File: config.mk
export PLATFORM = sky130hd
export DESIGN_NAME = mesi_snoop_ctrl
export DESIGN_NICKNAME = d
export VERILOG_FILES = /design/src/rtl/mesi_pkg.sv /design/src/rtl/mesi_line_store.sv /design/src/rtl/mesi_ctrl_logic.sv /design/src/rtl/mesi_snoop_ctrl.sv
export SDC_FILE = /design/constraint.sdc
export NUM_CORES = 1
export LEC_CHECK = 0
export ABC_AREA = 1
export BUFFER_PORTS_ARGS = -buffer_cell sky130_fd_sc_hd__buf_2
export CELL_PAD_IN_SITES_DETAIL_PLACEMENT = 2
export CELL_PAD_IN_SITES_GLOBAL_PLACEMENT = 2
export CORE_MARGIN = 2
export CORE_UTILIZATION = 28
export CTS_CLUSTER_DIAMETER = 50
export DETAILED_ROUTE_END_ITERATION = 7
export PLACE_DENSITY = 0.81
export REMOVE_ABC_BUFFERS = 1
export SYNTH_ARGS = -nofsm -noshare
export SYNTH_HDL_FRONTEND = slang
export SYNTH_SLANG_ARGS = --single-unit
File: constraint.sdc
create_clock -name clk -period 1.9 [get_ports clk]
set_input_delay 0.38 -clock clk [delete_from_list [all_inputs] [get_ports clk]]
set_output_delay 0.38 -clock clk [all_outputs]
set_load 0.005 [all_outputs]
File: src/rtl/mesi_pkg.sv
package mesi_pkg;

  typedef enum logic [1:0] {
    LS_INV = 2'b00,
    LS_SHR = 2'b01,
    LS_EXC = 2'b10,
    LS_MOD = 2'b11
  } lineState_t;

  typedef enum logic [1:0] {
    BUS_NONE = 2'b00,
    BUS_RD   = 2'b01,
    BUS_RDX  = 2'b10
  } busOp_t;

  // strobes from control to the state store
  typedef struct packed {
    logic       snpWe;
    lineState_t snpNext;
    logic       cpuWe;
    lineState_t cpuNext;
  } stateStrobe_t;

endpackage

File: src/rtl/mesi_line_store.sv
module mesi_line_store
  import mesi_pkg::*;
#(
  parameter int NUM_LINES = 8,
  localparam int IDX_W = (NUM_LINES > 1) ? $clog2(NUM_LINES) : 1
) (
  input  logic         clk,
  input  logic         rstN,
  input  stateStrobe_t stb,
  input  logic [IDX_W-1:0] cpuIdx,
  input  logic [IDX_W-1:0] snpIdx,
  output lineState_t   cpuLineState,
  output lineState_t   snpLineState,
  output logic         idxMatch
);

  lineState_t lineState [NUM_LINES];

  for (genvar g = 0; g < NUM_LINES; g++) begin : g_line
    always_ff @(posedge clk) begin
      if (!rstN) begin
        lineState[g] <= LS_INV;
      end else if (stb.snpWe && (snpIdx == IDX_W'(g))) begin
        lineState[g] <= stb.snpNext;
      end else if (stb.cpuWe && (cpuIdx == IDX_W'(g))) begin
        lineState[g] <= stb.cpuNext;
      end
    end
  end

  assign cpuLineState = lineState[cpuIdx];
  assign snpLineState = lineState[snpIdx];
  assign idxMatch     = (cpuIdx == snpIdx);

endmodule

File: src/rtl/mesi_ctrl_logic.sv
module mesi_ctrl_logic
  import mesi_pkg::*;
(
  input  logic         cpuReqValid,
  input  logic         cpuReqWrite,
  input  lineState_t   cpuLineState,
  input  logic         snoopValid,
  input  logic [1:0]   snoopKind,
  input  lineState_t   snpLineState,
  input  logic         idxMatch,
  input  logic         sharedIn,
  output stateStrobe_t stb,
  output logic         cpuHit,
  output logic         cpuStall,
  output logic         busReqValid,
  output logic [1:0]   busReqKind,
  output logic         sharedOut,
  output logic         flushOut
);

  busOp_t     snpOp;
  busOp_t     reqOp;
  logic       cpuWe;
  lineState_t cpuNext;
  logic       snpWe;
  lineState_t snpNext;
  logic       snpHeld;

  assign snpOp = busOp_t'(snoopKind);

  // processor side
  always_comb begin
    cpuHit   = (cpuLineState != LS_INV);
    cpuStall = cpuReqValid && snoopValid && idxMatch;
    reqOp    = BUS_NONE;
    cpuWe    = 1'b0;
    cpuNext  = cpuLineState;
    if (cpuReqValid) begin
      if (!cpuReqWrite) begin
        if (cpuLineState == LS_INV) begin
          reqOp   = BUS_RD;
          cpuWe   = 1'b1;
          cpuNext = sharedIn ? LS_SHR : LS_EXC;
        end
      end else begin
        unique case (cpuLineState)
          LS_INV, LS_SHR: begin
            reqOp   = BUS_RDX;
            cpuWe   = 1'b1;
            cpuNext = LS_MOD;
          end
          LS_EXC: begin
            cpuWe   = 1'b1;
            cpuNext = LS_MOD;
          end
          default: ;
        endcase
      end
      if (cpuStall) cpuWe = 1'b0;
    end
  end

  assign busReqValid = (reqOp != BUS_NONE);
  assign busReqKind  = reqOp;

  // snoop side
  always_comb begin
    snpHeld   = snoopValid && (snpLineState != LS_INV);
    sharedOut = snpHeld && (snpOp == BUS_RD);
    flushOut  = snoopValid && (snpLineState == LS_MOD) &&
                ((snpOp == BUS_RD) || (snpOp == BUS_RDX));
    snpWe     = snpHeld && ((snpOp == BUS_RD) || (snpOp == BUS_RDX));
    snpNext   = (snpOp == BUS_RDX) ? LS_INV : LS_SHR;
  end

  assign stb = '{snpWe: snpWe, snpNext: snpNext, cpuWe: cpuWe, cpuNext: cpuNext};

endmodule

File: src/rtl/mesi_snoop_ctrl.sv
module mesi_snoop_ctrl
  import mesi_pkg::*;
#(
  parameter int NUM_LINES = 8,
  localparam int IDX_W = (NUM_LINES > 1) ? $clog2(NUM_LINES) : 1
) (
  input  logic             clk,
  input  logic             rstN,
  input  logic             cpuReqValid,
  input  logic             cpuReqWrite,
  input  logic [IDX_W-1:0] cpuReqIdx,
  output logic             cpuHit,
  output logic             cpuStall,
  output logic             busReqValid,
  output logic [1:0]       busReqKind,
  output logic [IDX_W-1:0] busReqIdx,
  input  logic             snoopValid,
  input  logic [1:0]       snoopKind,
  input  logic [IDX_W-1:0] snoopIdx,
  input  logic             sharedIn,
  output logic             sharedOut,
  output logic             flushOut
);

  stateStrobe_t stb;
  lineState_t   cpuLineState;
  lineState_t   snpLineState;
  logic         idxMatch;

  mesi_line_store #(.NUM_LINES(NUM_LINES)) u_store (
    .clk          (clk),
    .rstN         (rstN),
    .stb          (stb),
    .cpuIdx       (cpuReqIdx),
    .snpIdx       (snoopIdx),
    .cpuLineState (cpuLineState),
    .snpLineState (snpLineState),
    .idxMatch     (idxMatch)
  );

  mesi_ctrl_logic u_ctrl (
    .cpuReqValid  (cpuReqValid),
    .cpuReqWrite  (cpuReqWrite),
    .cpuLineState (cpuLineState),
    .snoopValid   (snoopValid),
    .snoopKind    (snoopKind),
    .snpLineState (snpLineState),
    .idxMatch     (idxMatch),
    .sharedIn     (sharedIn),
    .stb          (stb),
    .cpuHit       (cpuHit),
    .cpuStall     (cpuStall),
    .busReqValid  (busReqValid),
    .busReqKind   (busReqKind),
    .sharedOut    (sharedOut),
    .flushOut     (flushOut)
  );

  assign busReqIdx = cpuReqIdx;

endmodule

# After elaboration in Yosys (flattened, before gate mapping)
# Memory sizes are Yosys's and may differ from the RTL's.
# Cells that the tools add are included.
# word_totals
ff_bits	0
ramBits	16
input_bits	14
out_inout_bits	10
wordCells	157
memories	1
# memory_table
memory	words	width	read_ports	rd_clocked_by_memory_dff	wr	line	rtl
u_store.lineState	8	2	2	0	8	mesi_line_store.sv:17	lineState_t lineState [NUM_LINES];
# op_classes
n_eq_ne	20
muxes	88
bitwise	16
reduce_logical	32
# op_table
op	n
$mux 1	64
$mux 2	24
$eq 3x3->1 const B	8
$logic_and 1x1->1	23
$or 1x1->1	16
$eq 3x2->1 const B	4
$eq 2x2->1 const B	3
$eq 3x1->1 const B	2
$logic_not 3->1	2
$reduce_bool 2->1	3
$eq 2x1->1 const B	2
$eq 3x3->1	1
$reduce_or 3->1	1
$logic_not 2->1	1
$reduce_or 2->1	1
$logic_or 1x1->1	1

# Logic depth before layout (Yosys ltp)
# Gate-level depths: netlist of the first run.
# An unclocked memory read counts as a cell.
# depth
ltp_word	13
depth_mapped	13
depth_no_buf	12

# By module
# A second synthesis of the first run with hierarchy kept.
# hier_totals
cells_unflattened	254
area_unflattened_um2	1579.0
# modules_own_cells
mod	n_inst	cells_per_inst	area_each_um2	seq_area_each_um2
mesi_line_store	1	213	1367.6	480.5
mesi_ctrl_logic	1	38	188.9	0.0
mesi_snoop_ctrl	1	3	22.5	0.0

# Worst setup path after synthesis of the first run
# No wires, ideal clock.
# synth_path
kind	in2reg
startpoint	input cpuReqIdx[2]
endpoint	memory u_store.lineState[0][0] (netlist name), enable pin
setup_ns	0.301
t_arrival_ns	1.477
required_time_ns	1.599
slack_ns	0.122
stages	13
path_buffers	2
cell_sequence	buf_2 > inv_2 > nand2_1 > nand2_1 > nor3_1 > nand2_1 > nand2_1 > inv_2 > nand2_2 > nor2_8 > buf_8 > nand3_2 > nand3_1
# synth_lines
item	line	rtl
from (decl)	mesi_snoop_ctrl.sv:11	input logic [IDX_W-1:0] cpuReqIdx,
to (decl)	mesi_line_store.sv:17	

==> results of run 1 <==
[layer usage]
layer	vias to the layer above	global-route usage (%)
li1	959	-
met1	1083	29.9
met2	64	46.7
met3	25	2.50
met4	0	10.0
met5	-	0
[cell usage in the layout, fill, tap and decap left out, drive strengths merged]
cell      instances
edfxtp           16
inv              20
clkbuf            3
buf              82
nand3            29
clkinv            1
nor2             38
o21ai             1
ha                2
clkinvlp          1
nand4            12
nor4              1
a21oi             1
and3              1
a31oi             1
nor3              7
nand2           107
[power by group]
group	total, mW	leakage, nW	internal, mW	switching, mW
clock network	0.298	0.0231	0.144	0.154
registers	0.427	0.166	0.408	0.0197
logic	0.565	1.09	0.224	0.341
[worst paths after layout]
path / from / end / slack [ps] / depth (start not counted)
setup / recovery: u_store.lineState[7][0]$_DFFE_PP_ / busReqValid / -200 / 9
hold / removal: rstN / u_store.lineState[0][0]$_DFFE_PP_ / 670 / 5
setup reg to reg: u_store.lineState[5][0]$_DFFE_PP_ / u_store.lineState[7][1]$_SDFFCE_PN0P_ / -180 / 13
hold reg to reg: u_store.lineState[6][1]$_SDFFCE_PN0P_ / u_store.lineState[4][1]$_SDFFCE_PN0P_ / 1240 / 9
[per-stage QoR]
stage	setup slack, ps	setup TNS, ps
after global routing	-293	-6830
after floorplan	212	0
after CTS	-65.8	-95.3
final	-201	-4810
after global placement	-176	-3180
after detailed placement	-334	-7680
[layout make-up]
type	instances	area share, %
Clock inverter	1	0.149
Timing Repair Buffer	82	24.0
Clock buffer	3	1.63
Multi-Input combinational cell	200	48.0
Inverter	21	3.66
Sequential cell	16	19.0
Tap cell	72	3.56
[worst max-delay path: stages, from the launching register on]
cell and delay [ps]:
edfxtp_1 460, nand2_1 130, nand2_1 80, nand2_1 110
nand3_2 110, nand2_4 100, buf_4 120, nand4_1 110
o21ai_1 100, buf_2 130
[cells by family after synthesis]
kind of cell / count (synthesis) / share of synthesized area [%]
AND/OR/NAND/NOR: 194 / 56.4
buffers and inverters: 33 / 10.2
flip-flops: 16 / 30.5
AO/OA/AOI/OAI: 3 / 1.43
adder cells (fa/ha/maj): 2 / 1.59
[timing repair]
| item | CTS | global route |
|---|---|---|
| hold endpoints to repair | 0 | 0 |
| gates cloned | 1 | 1 |
| setup buffers | 9 | 12 |
| resized for setup | 28 | 51 |
| pin swaps | 14 | 22 |
| setup endpoints to repair | 21 | 39 |
==> flow_metrics.tcl, run 1 <==
set metrics [dict create \
    hold_violations 0 \
    hold_slack_ps 670 \
    drc 0 \
    drt_first_pass_iters 4 \
    crit_fanout 3 \
    synth_top_area_cell "edfxtp_1" \
    fin_area_um2 2530 \
    syn_to_final_growth_pct 60.2 \
    wl_per_cell_um 25.4 \
    slew_viol_final 0 \
    critPathKind "reg -> out" \
    cp-end-kind "output port" \
    io_pins 24 \
    maxCapViolCount 0 \
    synth_cell_types 23 \
    violations "negative setup slack" \
    yosysTopAreaCellShare_pct 30.5 \
    largest_register_ffs 16 \
    grt_first_pass_wirelength_mm 11.8 \
    gp_congestion 0.833 \
    synth_area_leaders "edfxtp_1 (30%), nand2_1 (24%), nor2_1 (8.6%), nand3_1 (7.6%), nand4_1 (4.8%)" \
    path_clk_slew_ps 80 \
    ys.flop_type "edfxtp_1" \
    io_buffers 23 \
    synth_most_common_cell "nand2_1" \
    grt_pass1_vias 2190 \
    fillers 643 \
    grt_overflow 0 \
    netlist_area_um2 1580 \
    dp_hpwl_mm 5.37 \
    antenna_found_initial 0 \
    skew_ps 6.10 \
    via_count 2131 \
    vdd_ir_drop_max_mv 0.233 \
    leakage_nw 1.28 \
    drive_gt1_share_pct 47.7 \
    synth_edf_count 16 \
    p_total_mw 1.29 \
    ys_top_cells_by_count "nand2_1 (101), nor2_1 (36), nand3_1 (24)" \
    top_regs "u_store.lineState x16" \
    dp.cells 370 \
    clock-sinks 16 \
    initial_core_util_pct 28.8 \
    regArea_um2 480 \
    wl_met2_mm 5.11 \
    cts_max_level 1 \
    hp-class "in -> reg" \
    maxUsedRoutingLayer "met4" \
    regMostFlops "u_store.lineState" \
    die_y_um 79.1 \
    tightest_slew_ps 527 \
    routed_wl_mm 10.0 \
    cts_buffers 3 \
    setup_viol 39 \
    post-route-util_pct 46.2 \
    grt_use_total_pct 25.3 \
    wl_met1_mm 4.18 \
    period_share_pct 111 \
    nets 340 \
    crit_required_ps 1520 \
    period_minus_slack_ps 2100 \
    avgSynthCellArea_um2 6.36 \
    async_flop_share_pct 0 \
    num_antenna_cells 0 \
    ctsHoldBuffers 0 \
    dieWidth_um 79.1 \
    fin_cells 395 \
    clk_latency_ps 260 \
    cp.arrival_ps 1720 \
    rsz0062_at_grt "yes" \
    num_rows 27 \
    dr_wl_met3_um 306 \
    die_area_um2 6250 \
    syn_inst 248 \
    seq_area_frac_synth_pct 30.5 \
    synth_seq_cells 16 \
    p_per_area_nw_per_um2 510 \
    cp-start-kind "flip-flop" \
    core_area_um2 5470 \
    placed_cell_area_um2 1990 \
    fin_ws_ps -201 \
    slew_headroom_pct 64.6 \
    grt_max_degree 24 \
    viasPerCell 5.39 \
    fmax_mhz 476 \
    clk_root_buffer_cell "clkbuf_8" \
    cts_tree "done" \
    outcome "complete, but fails checks" \
    multiInputGateArea_um2 1210 \
    drt_iter0_drc 86 \
    yosys_warnings 0 \
    clock_path_buffers 2 \
    ant_nets 0 \
]
Power figures use the tool's default switching activity.
==> run 2, diff against run 1 <==
ABC_AREA = unset   (was 1)
PLACE_DENSITY = 0.67   (was 0.81)
==> flow_metrics.tcl, run 2 <==
set metrics [dict create \
    outcome "complete, but fails checks" \
    violations "negative setup slack" \
    nets 216 \
    cts_max_level 1 \
    slew_headroom_pct 70.1 \
    crit_top_cell "buf_6" \
    dieWidth_um 74.6 \
    drive_gt1_share_pct 60.3 \
    layout_commonest_cell "buf_4" \
    hp-class "in -> reg" \
    initial_core_util_pct 29.4 \
    grt_use_total_pct 24.0 \
    rsz0062_at_grt "yes" \
    period_minus_slack_ps 2110 \
    leakage_nw 0.852 \
    dp_hpwl_mm 4.30 \
    wl_per_cell_um 25.5 \
    io_pins 24 \
    avgSynthCellArea_um2 10.0 \
    drt_iter0_drc 33 \
    critPathKind "reg -> out" \
    cp-end-kind "output port" \
    clock_path_buffers 2 \
    ctsHoldBuffers 0 \
    dp.cells 251 \
    clk_latency_ps 260 \
    skew_ps 2.42 \
    yosys_warnings 0 \
    async_flop_share_pct 0 \
    io_buffers 23 \
    setup_viol 38 \
    cts_tree "done" \
    path_clk_slew_ps 70 \
    routed_wl_mm 6.79 \
    fin_cells 266 \
    ys.flop_type "edfxtp_1" \
    clk_root_buffer_cell "clkbuf_8" \
    syn_inst 139 \
    netlist_area_um2 1400 \
    synth_most_common_cell "nand2_1" \
    p_total_mw 1.25 \
    fillers 509 \
    synth_area_leaders "edfxtp_1 (34%), mux4_2 (6.5%), nand2_1 (6.5%), o221ai_1 (5.0%), mux2i_1 (4.3%)" \
    tightest_slew_ps 447 \
    critPathMaxStageDelay_ps 440 \
    num_antenna_cells 0 \
    grt_overflow 0 \
    final_cell_mix "buf_4 (28), nand2_1 (23), buf_2 (19), buf_6 (16), edfxtp_1 (16)" \
    seq_area_frac_synth_pct 34.4 \
    gp_congestion 0.853 \
    core_area_um2 4750 \
    via_count 1465 \
    drt_first_pass_iters 4 \
    grt_pass1_vias 1641 \
    synth_top_area_cell "edfxtp_1" \
    slew_viol_final 0 \
    maxCapViolCount 0 \
    clock-sinks 16 \
    vdd_ir_drop_max_mv 0.296 \
    syn_to_final_growth_pct 62.7 \
    antenna_found_initial 0 \
    cts_buffers 3 \
    ys_top_cells_by_count "nand2_1 (24), edfxtp_1 (16), nor2_1 (11)" \
    p_per_area_nw_per_um2 550 \
    die_y_um 74.6 \
    worstPathCellList "mux2i_2 > a22oi_1 > nand2_2 > buf_6 > a21boi_4 > inv_2 > buf_6" \
    num_rows 25 \
    period_share_pct 111 \
    fin_ws_ps -206 \
    die_area_um2 5570 \
    hold_violations 0 \
    crit_fanout 4 \
    grt_first_pass_wirelength_mm 9.51 \
    crit_required_ps 1520 \
    yosysTopAreaCellShare_pct 34.4 \
    synth_cell_types 49 \
    fmax_mhz 475 \
    cp.arrival_ps 1730 \
    cp-start-kind "flip-flop" \
    ant_nets 0 \
    slowest_stage "edfxtp_1" \
    synth_seq_cells 16 \
    grt_max_degree 12 \
    regMostFlops "u_store.lineState" \
    top_regs "u_store.lineState x16" \
    multiInputGateArea_um2 1130 \
    synth_edf_count 16 \
    largest_register_ffs 16 \
    regArea_um2 480 \
    viasPerCell 5.51 \
    drc 0 \
]
run 2: changes by cell type after synthesis, moves of 12 or more:
cell | before | now
nand4_1 | 12 | 0
nor2_1 | 36 | 11
nand2_1 | 101 | 24
nand3_1 | 24 | 1
run 2: final cells by class:
type                    count  share of cell area, %
flip-flops and latches     16                   21.1
inverters                   6                  0.991
well taps                  67                   3.69
repair buffers             65                   22.6
clock inverters             1                  0.165
clock buffers               3                   1.82
multi-input cells         108                   49.6
run 2: through the flow:
step / TNS, ps / utilization (%) / worst slack [ps] / hold slack, ps / area [um^2]
finish: -4540 / 47.8 / -206 / 536 / 2270
global route: -7170 / 47.8 / -283 / 537 / 2270
CTS: -2590 / 43.7 / -217 / 532 / 2080
detailed placement: -9050 / 37.3 / -332 / 794 / 1770
global placement: -6450 / 37.3 / -279 / 778 / 1770
floorplan: 0 / - / 106 / 594 / 1330
run 2: power by group:
| group | total, mW | internal [mW] | switching (mW) |
|---|---|---|---|
| sequential | 0.427 | 0.409 | 0.0180 |
| combinational | 0.538 | 0.256 | 0.281 |
| clock | 0.284 | 0.144 | 0.140 |
run 2: logic make-up after synthesis:
logic type	Yosys count	synth area share, %
xor+xnor	3	1.88
buf+inv	15	6.54
fa+ha+maj	2	1.79
compound gates	31	19.6
mux	12	12.6
flops	16	34.4
simple gates	60	23.1
run 2: what timing repair did:
action | 4_1_cts | 5_1_grt
endpoints found under the hold margin | 0 | 0
buffers inserted | 9 | 5
resized for setup | 32 | 31
pin swaps | 19 | 15
endpoints found under the setup margin | 37 | 38
run 2: metal layers:
layer	part of all wire, %	global-route usage (%)	wire (um)
met1	41	28.6	2820
met2	53	44.3	3570
met3	3.6	3.61	245
met4	2.4	7.74	161
met5	0	0	0
run 2: critical path, delay by kind of cell (launching register included):
family / cells / cell delay, ps
AO/OA/AOI/OAI: 2 / 370
buffers and inverters: 3 / 310
flip-flops: 1 / 440
multiplexers: 1 / 220
AND/OR/NAND/NOR: 1 / 130
run 2: worst paths after layout:
path                                                       startpoint                                     to  slack [ps]  depth (start not counted)
worst min-delay path                                             rstN  u_store.lineState[7][1]$_SDFFCE_PN0P_         540                          2
worst max register to register  u_store.lineState[2][1]$_SDFFCE_PN0P_  u_store.lineState[1][1]$_SDFFCE_PN0P_        -150                          9
worst min register to register      u_store.lineState[0][0]$_DFFE_PP_  u_store.lineState[0][1]$_SDFFCE_PN0P_        1250                          4
worst max-delay path            u_store.lineState[2][1]$_SDFFCE_PN0P_                                 cpuHit        -210                          7
==> run 3, diff against run 2 <==
PLACE_DENSITY = 0.7   (was 0.67)
clock period = 1.8 ns   (was 1.9 ns; I/O delays follow)
==> flow_metrics.tcl, run 3 (synthesis results as in run 2) <==
set metrics [dict create \
    setup_viol 38 \
    crit_required_ps 1440 \
    viasPerCell 5.49 \
    r2r_cells 9 \
    grt_use_total_pct 24.2 \
    worstPathCellList "mux2i_1 > a22oi_1 > nand2_2 > buf_6 > a21boi_4 > inv_2 > buf_2" \
    grt_overflow 0 \
    r2r-end "u_store.lineState[1][1]$_SDFFCE_PN0P_" \
    rrSetupSlack_ps -290 \
    num_rows 25 \
    fmax_mhz 477 \
    fin_ws_ps -294 \
    tightest_slew_ps 488 \
    p_int_mw 0.816 \
    pwr-share-clk_pct 22.3 \
    io_buffers 23 \
    syn_to_final_growth_pct 58.6 \
    cts_tree "done" \
    drc 0 \
    pwr-share-seq_pct 36.1 \
    wl_per_cell_um 25.0 \
    final_cell_mix "buf_4 (31), nand2_1 (23), buf_2 (21), edfxtp_1 (16)" \
    grt_pass1_vias 1665 \
    slew_headroom_pct 67.3 \
    ant_nets 0 \
    clk_root_buffer_cell "clkbuf_8" \
    hold_violations 0 \
    die_y_um 74.6 \
    drive_gt1_share_pct 62.4 \
    slew_viol_final 0 \
    fin_area_um2 2210 \
    layout_commonest_cell "buf_4" \
    drt_first_pass_iters 4 \
    cp-start-kind "flip-flop" \
    placed_cell_area_um2 1780 \
    num_antenna_cells 0 \
    holdPathEnd "u_store.lineState[3][0]$_DFFE_PP_" \
    maxCapViolCount 0 \
    cp-startpoint "u_store.lineState[4][1]$_SDFFCE_PN0P_" \
    combPwrFrac_pct 41.6 \
    nets 212 \
    cp.arrival_ps 1730 \
    hold_slack_ps 530 \
    hold_start "rstN" \
    p_total_mw 1.25 \
    gp_congestion 0.963 \
    period_minus_slack_ps 2090 \
    crit_fanout 3 \
    power.switching_mw 0.436 \
    min_path_cells 2 \
    vdd_ir_drop_max_mv 0.274 \
    largest_register_ffs 16 \
    grt_max_degree 10 \
    via_count 1432 \
    violations "negative setup slack" \
    p_per_area_nw_per_um2 566 \
    ctsHoldBuffers 0 \
    slowest_stage "edfxtp_1" \
    io_pins 24 \
    grt_first_pass_wirelength_mm 9.68 \
    path_clk_slew_ps 70 \
    clock-sinks 16 \
    top_regs "u_store.lineState x16" \
    clk_latency_ps 250 \
    critPathMaxStageDelay_ps 430 \
    rsz0062_at_grt "yes" \
    dp_hpwl_mm 4.52 \
    skew_ps 4.56 \
    period_share_pct 116 \
    reg2reg_from "u_store.lineState[4][1]$_SDFFCE_PN0P_" \
    dieWidth_um 74.6 \
    antenna_found_initial 0 \
    post-route-util_pct 46.6 \
    drt_iter0_drc 84 \
    cp-end-kind "output port" \
    outcome "complete, but fails checks" \
    clock_path_buffers 2 \
    hp-class "in -> reg" \
    regMostFlops "u_store.lineState" \
    cts_max_level 1 \
    leakage_nw 0.808 \
    core_area_um2 4750 \
    cts_buffers 3 \
    routed_wl_mm 6.53 \
    critPathKind "reg -> out" \
    swShare_pct 34.9 \
    initial_core_util_pct 29.4 \
    die_area_um2 5570 \
]
run 3: changes by cell type in the layout (fill, tap and decap cells not counted), sizes merged:
cell / before / now
buf: 64 / 61
clkinv: 1 / 0
clkbuf: 4 / 3
run 3: critical path: cells and delay by family (launching register included):
kind,cells,cell delay (ps)
buf+inv,3,280
mux,1,230
flops,1,430
compound gates,2,400
simple gates,1,130
run 3: metal layers:
layer | share of wire (%) | routed length, um | vias to the layer above | GRT usage [%]
met5 | 0 | 0 | - | 0
met4 | 2.3 | 148 | 0 | 5.95
met3 | 3.0 | 196 | 14 | 2.14
met2 | 54 | 3530 | 38 | 45.3
met1 | 41 | 2650 | 743 | 30.0
li1 | - | - | 637 | -
run 3: final cells by class:
class	instances	area (um^2)
timing repair buffer	61	448
clock buffer	3	41.3
inverter	6	22.5
tap	67	83.8
sequential	16	480
multi-input combinational	108	1140
fill	512	2540
run 3: timing repair:
| item | in CTS | in global routing |
|---|---|---|
| gates resized for setup | 39 | 24 |
| hold endpoints to repair | 0 | 0 |
| buffers inserted | 5 | 1 |
| setup endpoints to repair | 38 | 39 |
| pin swaps | 20 | 3 |
run 3: power groups by stage:
stage	registers, mW	clock network (mW)	logic (mW)
finish	0.452	0.279	0.521
global route	0.452	0.290	0.550
CTS	0.450	0.272	0.472
detailed placement	0.458	0	0.366
global placement	0.454	0	0.347
floorplan	0.445	0	0.175
run 3: stage by stage:
step / worst slack [ps] / std cells / setup TNS [ps]
after floorplan: 25.6 / 130 / 0
after global placement: -357 / 252 / -10140
after detailed placement: -411 / 252 / -11500
after CTS: -237 / 260 / -5560
after global routing: -384 / 261 / -11000
final: -294 / 261 / -8430
run 3: worst max-delay path by stage:
stage                                                 end  slack, ps  depth (start not counted)
floorplan               u_store.lineState[2][0]$_DFFE_PP_         30                          6
finish                                             cpuHit       -290                          7
CTS                                                cpuHit       -240                          6
global placement    u_store.lineState[7][1]$_SDFFCE_PN0P_       -360                          9
detailed placement      u_store.lineState[6][0]$_DFFE_PP_       -410                          9
global route        u_store.lineState[1][1]$_SDFFCE_PN0P_       -380                          9
